File: src/rtl/bus_arb3.sv
module bus_arb3 (
  input  logic       clk,
  input  logic       rst_n,
  input  logic       boundary,
  input  logic [2:0] req,
  input  logic       prio_cpu_first,
  input  logic       assume_req,
  input  logic       lock_bus,
  output logic [2:0] grant,
  output logic       dead_cycle
);

  logic [2:0] grant_q, grant_d, cand, win;
  logic       dead_q, dead_d;
  logic       owned, owner_req, owner_wins;

  function automatic logic [2:0] pick(input logic [2:0] c, input logic cpu_first);
    if (!cpu_first)
      pick = c[0] ? 3'b001 : c[1] ? 3'b010 : c[2] ? 3'b100 : 3'b000;
    else
      pick = c[2] ? 3'b100 : c[1] ? 3'b010 : c[0] ? 3'b001 : 3'b000;
  endfunction

  assign owned      = |grant_q;
  assign cand       = req | (assume_req ? grant_q : 3'b000);
  assign win        = pick(cand, prio_cpu_first);
  assign owner_req  = |(req & grant_q);
  assign owner_wins = |(win & grant_q);

  always_comb begin
    grant_d = win;
    dead_d  = 1'b0;
    if (lock_bus && owned) begin
      grant_d = grant_q;
    end else if (assume_req && owner_wins && !owner_req) begin
      grant_d = 3'b000;
      dead_d  = 1'b1;
    end
  end

  always_ff @(posedge clk) begin
    if (!rst_n) begin
      grant_q <= 3'b000;
      dead_q  <= 1'b0;
    end else if (boundary) begin
      grant_q <= grant_d;
      dead_q  <= dead_d;
    end
  end

  assign grant      = grant_q;
  assign dead_cycle = dead_q;

endmodule


File: config.mk
export PLATFORM = sky130hd
export DESIGN_NAME = bus_arb3
export DESIGN_NICKNAME = d
export VERILOG_FILES = /design/src/rtl/bus_arb3.sv
export SDC_FILE = /design/constraint.sdc
export NUM_CORES = 1
export LEC_CHECK = 0
export ABC_CLOCK_PERIOD_IN_PS = 1100
export BUFFER_PORTS_ARGS = -buffer_cell sky130_fd_sc_hd__buf_2
export CORE_AREA = 2 2 39 41
export CTS_CLUSTER_SIZE = 10
export DETAILED_ROUTE_END_ITERATION = 8
export DIE_AREA = 0 0 41 43
export PLACE_DENSITY = 0.5
export REMOVE_ABC_BUFFERS = 1
export SLEW_MARGIN = 10
export SYNTH_ARGS = -nofsm -noshare
export SYNTH_HDL_FRONTEND = slang
export SYNTH_SLANG_ARGS = --single-unit
File: constraint.sdc
create_clock -name clk -period 1.1 [get_ports clk]
set_input_delay 0.055 -clock clk [delete_from_list [all_inputs] [get_ports clk]]
set_output_delay 0.055 -clock clk [all_outputs]
set_load 0.01 [all_outputs]
## After elaboration in Yosys (flattened, before gate mapping)

Cells that the tools add are included.

- Multiplexer cells: 11
- Bitwise operators: 4
- Reductions and logical operators: 8

Operator list:

| operator | count |
|---|---|
| 3-bit 2-to-1 mux | 7 |
| 3-bit OR reduction | 3 |
| 3-bit AND | 2 |
| 1-bit logical AND | 3 |
| 1-bit 2-to-1 mux | 3 |
| 3-bit bitwise OR | 1 |
| 2-bit 2-to-1 mux | 1 |
| 2-bit AND reduction | 1 |
| 1-bit zero test | 1 |
| 1-bit inverter | 1 |

- Flip-flop bits (word level): 4
- Input bits: 9
- Output and inout bits: 4
- Word-level logic and storage cells: 25

## Depth between registers and ports, before layout

Gate-level depths: netlist (run 1).

- Word-level depth: 12
- Depth in mapped cells: 5
- Gate-level depth less buffers: 4

## Worst setup path after synthesis (run 1)

OpenSTA, ideal clock, no wires.

- Kind: reg-to-reg
- Start point: register grant_q[1] (netlist: grant[1])
- End point: register dead_q (netlist: dead_cycle)
- Setup time: 0.058 ns
- Data arrival time: 1.240 ns
- Required time: 1.042 ns
- Slack: -0.198 ns
- Stages on the path, launching flop included: 5
- Buffers on the path: 0
- Period minus slack after synthesis: 1.298 ns
- Cells stage by stage: dfxtp_1 o211ai_1 o2111ai_1 a311oi_2 o21a_1

- Word-level cells in the longest chain between the ends: 11
- Elaborated cells on any way between the ends: 18
- Those cells by class: mux: 8; bitwise: 3; reduce/logical: 7

RTL lines:

| element | RTL line | RTL |
|---|---|---|
| from (decl) | 13 | `logic [2:0] grant_q, grant_d, cand, win;` |
| from (signal assigned) | 46 | `grant_q <= grant_d;` |
| 3-bit 2-to-1 mux | 25 | `assign cand = req \| (assume_req ? grant_q : 3'b000);` |
| 3-bit bitwise OR | 25 |  |
| 3-bit 2-to-1 mux / 2-bit 2-to-1 mux (equally long branches) | 19, 21 |  |
| 3-bit 2-to-1 mux, on equally long branches | 19, 21 |  |
| 3-bit 2-to-1 mux | 18 | `if (!cpu_first)` |
| 3-bit AND | 28 | `assign owner_wins = \|(win & grant_q);` |
| 3-bit OR reduction | 28 |  |
| 1-bit logical AND (2 in series) | 35 | `end else if (assume_req && owner_wins && !owner_req) begin` |
| 1-bit 2-to-1 mux | 35 |  |
| 1-bit 2-to-1 mux (*) | 33 | `if (lock_bus && owned) begin` |
| to (signal assigned) | 44 | `dead_q <= 1'b0;` |
| to (signal assigned) | 47 | `dead_q <= dead_d;` |
| to (decl) | 14 | `logic dead_q, dead_d;` |

Every way passes the cells marked *; elsewhere a longest branch is shown, timed or not.
A chain may end at the register's enable or synchronous reset.

## Final worst setup path (run 1)

- Start point: register grant_q[2] (netlist: grant[2])
- End point: register grant_q[0] (netlist: grant[0])

- Word-level cells in the longest chain between the ends: 11
- Elaborated cells on any way between the ends: 19
- Those cells by class: mux: 7; bitwise: 4; reduce/logical: 8

RTL lines:

| element | RTL line | RTL |
|---|---|---|
| 3-bit 2-to-1 mux | 25 |  |
| 3-bit bitwise OR | 25 |  |
| 3-bit 2-to-1 mux (3 in series) | 19 | `pick = c[0] ? 3'b001 : c[1] ? 3'b010 : c[2] ? 3'b100 : 3'b000;` |
| 3-bit 2-to-1 mux | 18 |  |
| 3-bit AND | 28 |  |
| 3-bit OR reduction | 28 |  |
| 1-bit logical AND (2 in series) | 35 |  |
| 3-bit 2-to-1 mux | 35 |  |

Several ways; a longest one is shown, not always the timed one.

==> flow_summary.yaml, run 1 <==
final_layout:
  fillers: 156
  layout-drive-gt1-share: 0.446
  layout_common_cells: "12 x buf_2, 9 x buf_4, 4 x o211ai_1, 4 x o21ai_0"
  stdcell_area_um2: 512
  fin_nets: 76
  seqCellArea_um2: 85.1
  multi_input_area_um2: 245
  layout_commonest_cell: "buf_2"
  n_antenna_cell: 0
  area_delta_synth_final_pct: 47.7
floorplanning:
  design.portCount: 13
  rows: 14
  coreArea_mm2: 0.00138
  start_util: 0.250
  die_w_um: 41
  die_area_mm2: 0.00176
  fp.dieH_um: 43
placement:
  hpwl_um: 793
  gp_congestion: 0.755
  placed_area_um2: 470
  portBuffers: 12
critical_path:
  path_max_fanout: 8
  worstPathRequired_ps: 1240
  r2r.worst_path.cells: 5
  crit_type: "flip-flop to flip-flop"
  startpoint_type: "flip-flop"
  end_kind: "flip-flop"
  worstPathArrival_ps: 1580
status:
  violations: "negative setup slack"
  outcome: "finished with violations"
worst_hold_path:
  worstHoldPathCells: 2
  hold_class: "input pin to flip-flop"
pwr:
  p_leak_uw: 0.000223
  ir_worst_vdd_uv: 645
  p_per_area_mw_per_mm2: 976
timing:
  skew_ps: 1.89
  min_period_over_period: 1.31
  fin_crit_ps: 1440
  layout_setup_ws_ps: -341
  finalSetupViolations: 4
  hold_violations: 0
  worst_slew_pin_slew_ps: 362
  finalSetupTns_ps: -1220
  slew_violations: 0
  grt_setup_unrepaired: "yes"
  fmax_ghz: 0.694
  maxSlewHeadroom: 0.756
synthesis:
  yosysSeqAreaShare: 0.231
  syn_area_um2: 347
  synth.distinct_cells: 25
  syn_area_per_cell_um2: 8.06
  syn_inst: 43
  ys_ff_latch: 4
  yosys_most_used_dff: "dfxtp_1"
  synth_edf_count: 0
  synth_top_area_cell: "dfxtp_1"
  async_flop_share: 0
  synth_top_cell_area_share: 0.231
  ys_warn_count: 0
  synthTopCellsByArea: "dfxtp_1 23%, o211ai_1 8.7%, o2111ai_1 7.6%"
drt:
  wl_mm: 1.02
  via_count: 431
  wl_per_cell_um: 12.5
  ant_nets: 0
  first_iter_violations: 4
  routed_via_density: 5.32
  drt_pre_antenna_iters: 3
  route.detailed.drc: 0
clock_network:
  worstSkewPairLatency_ps: 230
  htreeDepth: 1
  cts_num_sinks: 4
  clk_pin_slew_ps: 40
  cts_hold_buf: 0
  cts_buffer_depth: 2
  cts_buffers: 3
  cts_root_buf: "clkbuf_4"
  cts_tree: "yes"
global_route:
  overflow: 0
  grt_usage: 0.128
  grt_max_degree: 9
  grt_pass1_wl_mm: 1.50
  antenna_found_initial: 0
  grt_pass1_vias: 358
run:
  drv_cap: 0
## through the flow
stage          hold WS (ps)  std cells  setup WS, ps  total power [µW]   util
4_1_cts                27.4         81          -315               510  0.363
5_1_grt                42.2         81          -434               532  0.370
3_5_place_dp            275         77          -334               314  0.340
6_report               35.7         81          -341               499  0.370
3_3_place_gp            275         77          -338               315  0.340
2_1_floorplan           173         41          -198               235      -
## kinds of logic (layout without fill, tap and decap cells)
group / count (synthesis) / count (layout) / share of synthesized area
AOI/OAI and AO/OA: 20 / 20 / 0.451
muxes: 2 / 2 / 0.0578
and+or+nand+nor: 12 / 12 / 0.181
buffers and inverters: 5 / 27 / 0.0794
DFF: 4 / 4 / 0.231
## routing by layer
layer | wire, µm | global-route usage
met1 | 446 | 0.165
met2 | 494 | 0.191
met3 | 60 | 0.0157
met4 | 15 | 0.0800
met5 | 0 | 0
## critical path, cell delays in order, from the launching register on
cell and delay, ps:
dfxtp_4 360, o211ai_1 270, buf_4 170, nand3_1 60, or2_0 220, a311oi_1 260
## power breakdown
group	leakage, µW	internal (µW)	switching [µW]	total [µW]
Combinational	0.000175	75.8	74.0	150
Sequential	0.0000338	155	15.9	171
Clock	0.0000138	122	56.6	178
Total	0.000223	353	147	499
## repair_timing
| item | 4_1_cts | 5_1_grt |
|---|---|---|
| gates resized for setup | 2 | 2 |
| pin swaps | 5 | 0 |
| setup endpoints to repair | 4 | 4 |
| setup buffers | 1 | 0 |
## cells in the mapped netlist (all sizes together) (2+ instances only)
| library cell | instances |
|---|---|
| mux2i | 2 |
| a311oi | 2 |
| buf | 2 |
| nand2 | 3 |
| o2111ai | 3 |
| nand3 | 2 |
| dfxtp | 4 |
| inv | 3 |
| o21a | 2 |
| o211ai | 4 |
| o21ai | 4 |
## final cells by class
| class | count | area share |
|---|---|---|
| Multi-Input combinational cell | 34 | 0.479 |
| Sequential cell | 4 | 0.166 |
| Tap cell | 16 | 0.0391 |
| Inverter | 3 | 0.0220 |
| Clock buffer | 3 | 0.0440 |
| Timing Repair Buffer | 21 | 0.249 |
## path summary, 6_finish.rpt
path	slack [ps]	from	end
min reg2reg	570	dead_cycle$_SDFFE_PN0P_	dead_cycle$_SDFFE_PN0P_
max reg2reg	-340	grant[2]$_SDFFE_PN0P_	grant[0]$_SDFFE_PN0P_
max	-340	grant[2]$_SDFFE_PN0P_	grant[0]$_SDFFE_PN0P_
min	40	rst_n	dead_cycle$_SDFFE_PN0P_
## sequential cells by signal, summed over array words and instances, names as in the netlist
register / flops
grant: 3
dead_cycle: 1
Power figures use the tool's default switching activity.
==> run 2: changes to the inputs <==
==> constraint.sdc (replaced) <==
create_clock -name clk -period 1.1 [get_ports clk]
set_input_delay 0.11 -clock clk [delete_from_list [all_inputs] [get_ports clk]]
set_output_delay 0.11 -clock clk [all_outputs]
set_load 0.01 [all_outputs]
==> run 2 against run 1 <==
- the flow still finishes with violations (negative setup slack)
- register-to-register slack improved by 60 ps
- sequential share of layout area decreased by 0.31 points
- flip-flop and latch count unchanged
- via count decreased by 0.93%
- sequential power about the same
- non-clock buffer count increased by 3
- fmax increased by 4.2%
- critical path type unchanged
==> flow_summary.yaml, run 2 (synthesis results as in run 1) <==
status:
  outcome: "finished with violations"
  violations: "negative setup slack"
final_layout:
  largest_reg_flops: 3
  seqCellArea_um2: 86.3
  fin_nets: 79
  layout_common_cells: "12 x buf_2, 12 x buf_4, 4 x o211ai_1, 4 x o21ai_0"
  area_delta_synth_final_pct: 52.7
  fillers: 161
  n_antenna_cell: 0
  layout-drive-gt1-share: 0.471
  multi_input_area_um2: 239
  fin_util: 0.382
timing:
  fmax_ghz: 0.723
  grt_setup_unrepaired: "yes"
  hold_violations: 0
  layout_setup_ws_ps: -284
  worst_slew_pin_slew_ps: 342
  min_period_over_period: 1.26
  finalSetupTns_ps: -997
  maxSlewHeadroom: 0.772
  skew_ps: 1.01
  finalSetupViolations: 4
  fin_crit_ps: 1380
  slew_violations: 0
floorplanning:
  rows: 14
  start_util: 0.250
  die_w_um: 41
  die_area_mm2: 0.00176
  fp.dieH_um: 43
  design.portCount: 13
  coreArea_mm2: 0.00138
drt:
  wl_um: 965
  routed_via_density: 5.08
  first_iter_violations: 4
  drt_pre_antenna_iters: 2
  wl_per_cell_um: 11.5
  route.detailed.drc: 0
  top_layer: "met3"
  ant_nets: 0
  dr_wl_met3_um: 61
  dr_wl_met2_um: 421
  via_count: 427
  wl_met1_um: 482
placement:
  dp_slack_ps: -288
  gp_congestion: 0.759
  portBuffers: 12
  hpwl_um: 760
pwr:
  p_leak_uw: 0.000237
  ir_worst_vdd_uv: 470
  p_sw_frac: 0.286
  p_clk_frac: 0.353
  p_comb_frac: 0.306
  seqPwrFrac: 0.342
  totalPowerFinal_uw: 504
  p_switching_uw: 144
  p_per_area_mw_per_mm2: 952
  p_int_uw: 360
clock_network:
  htreeDepth: 1
  clk_pin_slew_ps: 40
  cts_buffers: 3
  cts_root_buf: "clkbuf_4"
  cts_tree: "yes"
  cts_num_sinks: 4
  worstSkewPairLatency_ps: 230
  cts_buffer_depth: 2
global_route:
  grt_pass1_wl_mm: 1.59
  antenna_found_initial: 0
  grt_usage: 0.130
  grt_pass1_vias: 396
  grt_max_degree: 9
  overflow: 0
critical_path:
  crit_type: "flip-flop to flip-flop"
  worstPathRequired_ps: 1230
  path_max_fanout: 8
  cpLargestDelayFamily: "compound AO/OA/AOI/OAI gates"
  max_stage_delay_ps: 360
  end_kind: "flip-flop"
  cp.buffers_inverters: 1
  crit_path_top_delay_cell: "dfxtp_4"
  crit_chain: "o211ai_1 > buf_4 > nand3_1 > or2_0 > a311oi_1"
  startpoint_type: "flip-flop"
  worstPathArrival_ps: 1510
worst_hold_path:
  hold_class: "input pin to flip-flop"
run:
  drv_cap: 0
run 2: changes by cell type in the layout (fill, tap and decap cells not counted):
cell | previous run | this run
buf_4 | 9 | 12
dfxtp_1 | 2 | 1
dfxtp_2 | 1 | 2
o2111ai_1 | 2 | 3
o2111ai_2 | 1 | 0
run 2: worst register-to-register path: cells and delay by family, from the launching register on:
family	cells	cell delay [ps]
buf+inv	1	160
compound gates	2	510
simple gates	2	260
flops	1	360
run 2: cell type report:
class                      count  area share
sequential                     4       0.163
inverter                       3      0.0213
tap                           16      0.0378
multi-input combinational     34       0.452
clock buffer                   3      0.0426
timing repair buffer          24       0.284
run 2: timing repair:
| action | CTS | global route |
|---|---|---|
| endpoints found under the setup margin | 4 | 4 |
| gates resized for setup | 3 | 1 |
| gates cloned | 0 | 0 |
| setup buffers | 1 | 0 |
| hold buffers | 0 | 0 |
| pin swaps | 4 | 0 |
run 2: metrics by stage:
stage / hold slack (ps) / instance area, µm² / cells
final: 99.4 / 529 / 84
after global routing: 117 / 529 / 84
after CTS: 88.4 / 527 / 84
after detailed placement: 336 / 493 / 80
after global placement: 328 / 493 / 80
after floorplan: 228 / 330 / 41
run 2: path summary, 6_finish.rpt:
path | start | end | slack [ps] | cells after the start
setup / recovery | grant[2]$_SDFFE_PN0P_ | grant[0]$_SDFFE_PN0P_ | -280 | 5
hold / removal | rst_n | dead_cycle$_SDFFE_PN0P_ | 100 | 2
setup reg to reg | grant[2]$_SDFFE_PN0P_ | grant[0]$_SDFFE_PN0P_ | -280 | 5
hold reg to reg | grant[0]$_SDFFE_PN0P_ | grant[0]$_SDFFE_PN0P_ | 550 | 2
run 2: metal layers:
metal,track usage,up-vias
met3,0.0157,0
met1,0.167,192
met4,0.0600,0
met5,0,-
met2,0.203,12
li1,-,223
run 2: power by group through the flow:
| stage | Combinational, µW | Clock [µW] | Sequential (µW) |
|---|---|---|---|
| floorplan | 61.4 | 0 | 173 |
| global placement | 151 | 0 | 173 |
| detailed placement | 148 | 0 | 174 |
| CTS | 155 | 191 | 173 |
| global route | 171 | 196 | 175 |
| finish | 154 | 178 | 172 |
